### config.mk
export PLATFORM = sky130hd
export DESIGN_NAME = sigver_mbox_seq
export DESIGN_NICKNAME = d
export VERILOG_FILES = /design/src/rtl/sigv_pkg.sv /design/src/rtl/sigv_csum.sv /design/src/rtl/sigv_busm.sv /design/src/rtl/sigver_mbox_seq.sv
export SDC_FILE = /design/constraint.sdc
export NUM_CORES = 2
export LEC_CHECK = 0
export ABC_CLOCK_PERIOD_IN_PS = 76600
export BUFFER_PORTS_ARGS = -buffer_cell sky130_fd_sc_hd__buf_2
export CAP_MARGIN = 20
export CORE_AREA = 3 3 622 624
export DETAILED_ROUTE_END_ITERATION = 10
export DIE_AREA = 0 0 625 627
export MAX_ROUTING_LAYER = met4
export PLACE_DENSITY = 0.49
export SYNTH_ARGS = -nofsm -noshare
export SYNTH_HDL_FRONTEND = slang
export SYNTH_SLANG_ARGS = --single-unit
### constraint.sdc
create_clock -name clk -period 76.6 [get_ports clk]
set_input_delay 15.32 -clock clk [delete_from_list [all_inputs] [get_ports clk]]
set_output_delay 15.32 -clock clk [all_outputs]
set_load 0.1 [all_outputs]
### src/rtl/sigv_pkg.sv
package sigv_pkg;
  localparam int WORD_W = 32;
  localparam int ADDR_W = 8;
  localparam int NUM_OPER = 4;

  localparam logic [WORD_W-1:0] CMD_CODE = 32'h5349_4756;

  localparam logic [ADDR_W-1:0] OFS_LOCK = 8'h00;
  localparam logic [ADDR_W-1:0] OFS_CMD  = 8'h08;
  localparam logic [ADDR_W-1:0] OFS_LEN  = 8'h0C;
  localparam logic [ADDR_W-1:0] OFS_DIN  = 8'h10;
  localparam logic [ADDR_W-1:0] OFS_EXEC = 8'h18;
  localparam logic [ADDR_W-1:0] OFS_STS  = 8'h1C;

  localparam logic [2:0] PH_READY = 3'd1;
  localparam logic [3:0] RC_BUSY  = 4'd0;
  localparam logic [3:0] RC_FAIL  = 4'd3;

  typedef enum logic [3:0] {
    S_IDLE, S_LOCK, S_PHASE, S_CMD, S_LEN, S_DATA, S_EXEC, S_POLL, S_REL
  } seq_st_t;
endpackage

### src/rtl/sigv_csum.sv
module sigv_csum
  import sigv_pkg::*;
#(
  parameter int WORDS = 49,
  parameter int IW = 6
) (
  input  logic                    clk,
  input  logic                    rst_n,
  input  logic                    start,
  input  logic [WORD_W*WORDS-1:0] blob,
  output logic                    ok,
  output logic [WORD_W-1:0]       csum
);
  localparam int BPW = WORD_W / 8;
  localparam int SW = 8 + $clog2(BPW + 1);

  logic [IW-1:0] idx;
  logic          run;
  logic [WORD_W-1:0] cur;
  logic [7:0]    bytes [BPW];
  logic [SW-1:0] wsum;

  assign cur = blob[WORD_W*idx +: WORD_W];

  for (genvar b = 0; b < BPW; b++) begin : g_byte
    assign bytes[b] = cur[8*b +: 8];
  end

  always_comb begin
    wsum = '0;
    for (int b = 0; b < BPW; b++) wsum = wsum + SW'(bytes[b]);
  end

  always_ff @(posedge clk or negedge rst_n) begin
    if (!rst_n) begin
      idx  <= '0;
      run  <= 1'b0;
      ok   <= 1'b0;
      csum <= '0;
    end else if (start) begin
      idx  <= '0;
      run  <= 1'b1;
      ok   <= 1'b0;
      csum <= '0;
    end else if (run) begin
      csum <= csum - WORD_W'(wsum);
      if (idx == IW'(WORDS - 1)) begin
        run <= 1'b0;
        ok  <= 1'b1;
      end else begin
        idx <= idx + 1'b1;
      end
    end
  end
endmodule

### src/rtl/sigv_busm.sv
module sigv_busm
  import sigv_pkg::*;
(
  input  logic              clk,
  input  logic              rst_n,
  input  logic              go,
  input  logic              go_we,
  input  logic [ADDR_W-1:0] go_addr,
  input  logic [WORD_W-1:0] go_wdata,
  output logic              busy,
  output logic              rsp,
  output logic [WORD_W-1:0] rsp_data,
  output logic              bus_req,
  output logic              bus_we,
  output logic [ADDR_W-1:0] bus_addr,
  output logic [WORD_W-1:0] bus_wdata,
  input  logic              bus_ack,
  input  logic [WORD_W-1:0] bus_rdata
);
  assign bus_req = busy;

  always_ff @(posedge clk or negedge rst_n) begin
    if (!rst_n) begin
      busy      <= 1'b0;
      rsp       <= 1'b0;
      rsp_data  <= '0;
      bus_we    <= 1'b0;
      bus_addr  <= '0;
      bus_wdata <= '0;
    end else begin
      rsp <= 1'b0;
      if (!busy) begin
        if (go) begin
          busy      <= 1'b1;
          bus_we    <= go_we;
          bus_addr  <= go_addr;
          bus_wdata <= go_wdata;
        end
      end else if (bus_ack) begin
        busy     <= 1'b0;
        rsp      <= 1'b1;
        rsp_data <= bus_rdata;
      end
    end
  end
endmodule

### src/rtl/sigver_mbox_seq.sv
module sigver_mbox_seq
  import sigv_pkg::*;
#(
  parameter int OPER_BYTES   = 48,
  parameter int LOCK_TIMEOUT = 4096
) (
  input  logic                    clk,
  input  logic                    rst_n,
  input  logic                    in_valid,
  output logic                    in_ready,
  input  logic [OPER_BYTES*8-1:0] key_x,
  input  logic [OPER_BYTES*8-1:0] key_y,
  input  logic [OPER_BYTES*8-1:0] sig_r,
  input  logic [OPER_BYTES*8-1:0] sig_s,
  output logic                    done,
  output logic                    res_pass,
  output logic                    res_fail,
  output logic                    err_timeout,
  output logic                    err_phase,
  output logic                    bus_req,
  output logic                    bus_we,
  output logic [ADDR_W-1:0]       bus_addr,
  output logic [WORD_W-1:0]       bus_wdata,
  input  logic                    bus_ack,
  input  logic [WORD_W-1:0]       bus_rdata
);
  localparam int WPO       = OPER_BYTES / 4;
  localparam int PAY_WORDS = 1 + NUM_OPER * WPO;
  localparam int BLOB_W    = WORD_W * PAY_WORDS;
  localparam int PAY_BYTES = 4 + NUM_OPER * OPER_BYTES;
  localparam int IW        = $clog2(PAY_WORDS + 1);
  localparam int TW        = $clog2(LOCK_TIMEOUT + 1) + 1;

  seq_st_t           st;
  logic [BLOB_W-1:0] blob;
  logic [IW-1:0]     pidx;
  logic [TW-1:0]     tcnt;
  logic [3:0]        rc_q;
  logic              accept;

  logic              go, go_we;
  logic [ADDR_W-1:0] go_addr;
  logic [WORD_W-1:0] go_wdata;
  logic              bm_busy, bm_rsp;
  logic [WORD_W-1:0] bm_data;
  logic              cs_ok;
  logic [WORD_W-1:0] cs_val;
  logic              can_go;
  logic              unused_rd;

  assign in_ready  = (st == S_IDLE);
  assign accept    = in_valid && in_ready;
  assign can_go    = !bm_busy && !bm_rsp;
  assign unused_rd = ^{bm_data[WORD_W-1:9], bm_data[5:4]};

  always_ff @(posedge clk) begin
    if (accept) blob <= {sig_s, sig_r, key_y, key_x, CMD_CODE};
  end

  sigv_csum #(.WORDS(PAY_WORDS), .IW(IW)) u_csum (
    .clk(clk), .rst_n(rst_n), .start(accept), .blob(blob),
    .ok(cs_ok), .csum(cs_val)
  );

  sigv_busm u_busm (
    .clk(clk), .rst_n(rst_n), .go(go), .go_we(go_we), .go_addr(go_addr),
    .go_wdata(go_wdata), .busy(bm_busy), .rsp(bm_rsp), .rsp_data(bm_data),
    .bus_req(bus_req), .bus_we(bus_we), .bus_addr(bus_addr),
    .bus_wdata(bus_wdata), .bus_ack(bus_ack), .bus_rdata(bus_rdata)
  );

  always_comb begin
    go       = 1'b0;
    go_we    = 1'b0;
    go_addr  = OFS_LOCK;
    go_wdata = '0;
    unique case (st)
      S_LOCK:  begin go = can_go; go_addr = OFS_LOCK; end
      S_PHASE: begin go = can_go; go_addr = OFS_STS; end
      S_CMD:   begin go = can_go; go_we = 1'b1; go_addr = OFS_CMD; go_wdata = CMD_CODE; end
      S_LEN:   begin go = can_go; go_we = 1'b1; go_addr = OFS_LEN; go_wdata = WORD_W'(PAY_BYTES); end
      S_DATA: begin
        go       = can_go && ((pidx != '0) || cs_ok);
        go_we    = 1'b1;
        go_addr  = OFS_DIN;
        go_wdata = (pidx == '0) ? cs_val : blob[WORD_W*pidx +: WORD_W];
      end
      S_EXEC:  begin go = can_go; go_we = 1'b1; go_addr = OFS_EXEC; go_wdata = 32'd1; end
      S_POLL:  begin go = can_go; go_addr = OFS_STS; end
      S_REL:   begin go = can_go; go_we = 1'b1; go_addr = OFS_EXEC; go_wdata = '0; end
      default: ;
    endcase
  end

  always_ff @(posedge clk or negedge rst_n) begin
    if (!rst_n) begin
      st          <= S_IDLE;
      pidx        <= '0;
      tcnt        <= '0;
      rc_q        <= RC_BUSY;
      done        <= 1'b0;
      res_pass    <= 1'b0;
      res_fail    <= 1'b0;
      err_timeout <= 1'b0;
      err_phase   <= 1'b0;
    end else begin
      done <= 1'b0;
      unique case (st)
        S_IDLE: if (accept) begin
          st          <= S_LOCK;
          tcnt        <= '0;
          res_pass    <= 1'b0;
          res_fail    <= 1'b0;
          err_timeout <= 1'b0;
          err_phase   <= 1'b0;
        end
        S_LOCK: begin
          if (tcnt != '1) tcnt <= tcnt + 1'b1;
          if (bm_rsp) begin
            if (bm_data == '0) st <= S_PHASE;
            else if (tcnt >= TW'(LOCK_TIMEOUT)) begin
              st          <= S_IDLE;
              done        <= 1'b1;
              err_timeout <= 1'b1;
            end
          end
        end
        S_PHASE: if (bm_rsp) begin
          if (bm_data[8:6] == PH_READY) st <= S_CMD;
          else begin
            st        <= S_IDLE;
            done      <= 1'b1;
            err_phase <= 1'b1;
          end
        end
        S_CMD: if (bm_rsp) st <= S_LEN;
        S_LEN: if (bm_rsp) begin
          st   <= S_DATA;
          pidx <= '0;
        end
        S_DATA: if (bm_rsp) begin
          if (pidx == IW'(PAY_WORDS - 1)) st <= S_EXEC;
          else pidx <= pidx + 1'b1;
        end
        S_EXEC: if (bm_rsp) st <= S_POLL;
        S_POLL: if (bm_rsp && bm_data[3:0] != RC_BUSY) begin
          rc_q <= bm_data[3:0];
          st   <= S_REL;
        end
        S_REL: if (bm_rsp) begin
          st       <= S_IDLE;
          done     <= 1'b1;
          res_fail <= (rc_q == RC_FAIL);
          res_pass <= (rc_q != RC_FAIL);
        end
        default: st <= S_IDLE;
      endcase
    end
  end
endmodule

==> out/qor.txt <==
top routing layer in use -> met4
Yosys top cell by area -> edfxtp_1
Synth cell types -> 81
Rows -> 227
Worst EP arrival -> 20.25 ns
share of layout cells above drive strength 1 -> 46.8%
CTS buffer count -> 208
initial antenna violation count -> 413
Die H -> 627 um
relative slew slack -> 17.4%
H-tree levels -> 4
DR iter-0 viols -> 7294
worst r2r src -> u_csum.idx[0]
CP Class -> input pin to register
Syn. warnings -> 0
DRT antenna net count -> 0
worst r2r path cells -> 28
wire per inst -> 37.6 um
clock sinks -> 1679
RSZ-0062 raised after global routing -> false
Fmax -> 50.8 MHz
crit path capture -> blob[1147]
Die ar. -> 0.392 mm^2
CP max stage cell -> buf_4
GRT overflow -> 0
CP max stage delay -> 0.93 ns
total track usage -> 21.9%
final hold vios -> 0
pwr/cell area -> 50.9 mW/mm^2
most frequent CP cell -> buf_4
post-CTS setup buffers -> 0
Nets -> 7667
post-synthesis cell count -> 4407
number of global-route vias before repair -> 55600
Routed met1 length -> 173000 um
Worst Setup Start Kind -> input pin
CTS tree -> yes
wirelength, routed -> 433000 um
Reg clk slew, reported paths -> 0.06 ns
Worst Setup Slack post-DPL -> 55.85 ns
min setup slack post-route -> 56.92 ns
mean area per synthesized cell -> 17.8 um^2
top-count cell post-synth -> edfxtp_1
ranking of synthesized cells by area -> edfxtp_1 (59%), mux4_2 (20%), dfrtp_1 (4.6%)
peak supply drop -> 0.190 mV
Post-synth ARST share -> 8.52%
synthesized cell area -> 0.0786 mm^2
worst flop-to-flop path endpoint -> u_csum.csum[17]
max-cap violations -> 0
Lkg Pwr -> 34.5 nW
Synth top cells by count -> edfxtp_1 (1536), mux4_2 (699), mux2i_1 (275), nand2_1 (211), a21oi_1 (191)
Req. time, crit path -> 77.17 ns
status -> completed
# setup viols final -> 0
Final Critical Period -> 19.68 ns
Max clock buf depth -> 4
Worst Tran Pin Value -> 1.23 ns
fin crit share -> 25.7%
Tightest Hold Check Type -> register to register
DR pass1 iterations -> 6
clk_lat worst skew -> 0.96 ns
via count -> 56000
hold_buf cts -> 0
met3 WL -> 35400 um
top_reg_cell synth -> edfxtp_1
PortBufs -> 1614
first-pass GRT wire length -> 550000 um
# DRC -> 0
CTS root buf -> clkbuf_16
met2 wire len -> 207000 um
synthesis-stage register bit count -> 1679
skew final -> 0.107 ns
critical path capture point type -> register
initial core utilization -> 20.6%
chip width -> 625 um
post-detailed-placement half-perimeter wirelength -> 337000 um
Core Region -> 0.382 mm^2
pin count of the biggest net entering global routing -> 192
I/O pins -> 1620
Final Util -> 26.3%
Slew Viols, Final -> 0
count of flip-flops with a built-in enable after synthesis -> 1536
CP Launch Point -> in_valid
critical path fanouts, max -> 97
total negative setup slack -> 0 ns
cts repair resizes -> 0
DR vias/cell -> 4.86
worst hold margin -> 0.475 ns
share of the synthesized area in the top cell type -> 58.7%
Area Growth Syn to Fin -> 27.9%
GP Congestion -> 0.920
sequential share of the synthesized area -> 63.2%
CP Cell Sequence -> buf_2, nand2_1, inv_8, buf_4, buf_4, buf_4, buf_4
FF-to-FF setup slack -> 66.27 ns
[kinds of logic after synthesis]
group | Yosys count | synth area share (%)
DFF | 1679 | 63.2
muxes | 1038 | 24.4
AOI/OAI and AO/OA | 631 | 5.31
and+or+nand+nor | 598 | 3.54
buffers and inverters | 374 | 2.21
xor gates and xnor gates | 44 | 0.490
adders and majority gates | 42 | 0.774
other | 1 | 0.00477
[worst max-delay path: cells and delay by family]
family / cells / cell delay [ns]
simple gates: 1 / 0.45
buf+inv: 6 / 4.19
[through the flow]
step	power, mW	cells	area, um^2
floorplan	3.66	4411	78600
global placement	4.11	10900	92800
detailed placement	4.12	10900	92900
CTS	5.17	11300	99900
global route	5.45	11400	100000
finish	5.11	11500	101000
[cell type report]
type | instances | area [um^2]
Timing Repair Buffer | 1766 | 9330
Clock inverter | 118 | 1390
Multi-Input combinational cell | 2358 | 27400
Tap cell | 5038 | 6300
Inverter | 40 | 166
Fill cell | 39200 | 282000
Antenna cell | 252 | 631
Clock buffer | 268 | 5550
Sequential cell | 1679 | 49700
[metal layers]
| layer | global-route usage, % | up-vias |
|---|---|---|
| met1 | 27.2 | 29400 |
| met3 | 4.86 | 879 |
| met4 | 8.15 | 0 |
| met2 | 34.7 | 3535 |
| li1 | - | 22100 |
| met5 | - | - |
[power breakdown]
part | total [mW] | leakage (nW) | switching (mW) | internal [mW]
clock network | 1.03 | 3.35 | 0.433 | 0.593
registers | 1.44 | 16.0 | 0.150 | 1.29
logic | 2.65 | 15.1 | 1.61 | 1.05
total | 5.11 | 34.5 | 2.19 | 2.93
[sequential cells by signal (all words and copies together), names as in the netlist, 3 cells and up]
register and cells:
tcnt 14, pidx 6, u_busm.bus_wdata 32, st 4
rc_q 4, u_csum.idx 6, u_busm.rsp_data 32, u_csum.csum 32
blob 1536, u_busm.bus_addr 3
[cell usage in the layout (no fill, tap or decap), drive strengths merged, types with 11 or more instances in the layout]
| master | instances |
|---|---|
| fa | 11 |
| a22o | 11 |
| o221ai | 11 |
| clkinv | 75 |
| and2 | 11 |
| a2111oi | 14 |
| nand2b | 16 |
| or2 | 17 |
| a311oi | 14 |
| edfxtp | 1536 |
| nand4 | 14 |
| nand3 | 79 |
| a22oi | 44 |
| mux4 | 699 |
| clkinvlp | 13 |
| clkbuf | 269 |
| mux2 | 64 |
| a221oi | 44 |
| nor2b | 13 |
| o2111ai | 21 |
| o21a | 11 |
| nor2 | 147 |
| nor3 | 37 |
| inv | 47 |
| nand2 | 211 |
| xor2 | 25 |
| ha | 31 |
| a221o | 26 |
| bufinv | 23 |
| buf | 1765 |
| diode | 252 |
| xnor2 | 19 |
| dfrtp | 143 |
| nor4 | 17 |
| o31ai | 18 |
| a21oi | 191 |
| o21ai | 98 |
| mux2i | 275 |
| o22ai | 75 |
[worst min-delay path by stage]
stage / to / slack [ns] / depth (start not counted) / from
3_5_place_dp: u_busm.bus_addr[3] / 0.47 / 2 / u_busm.bus_addr[3]
2_1_floorplan: tcnt[1] / 0.48 / 2 / tcnt[1]
3_3_place_gp: u_busm.bus_addr[4] / 0.46 / 1 / u_busm.bus_addr[4]
6_report: u_busm.bus_we / 0.47 / 2 / u_busm.bus_we
4_1_cts: u_busm.bus_addr[3] / 0.48 / 2 / u_busm.bus_addr[3]
5_1_grt: u_busm.bus_addr[3] / 0.51 / 2 / u_busm.bus_addr[3]
(Power assumes the default switching activity.)
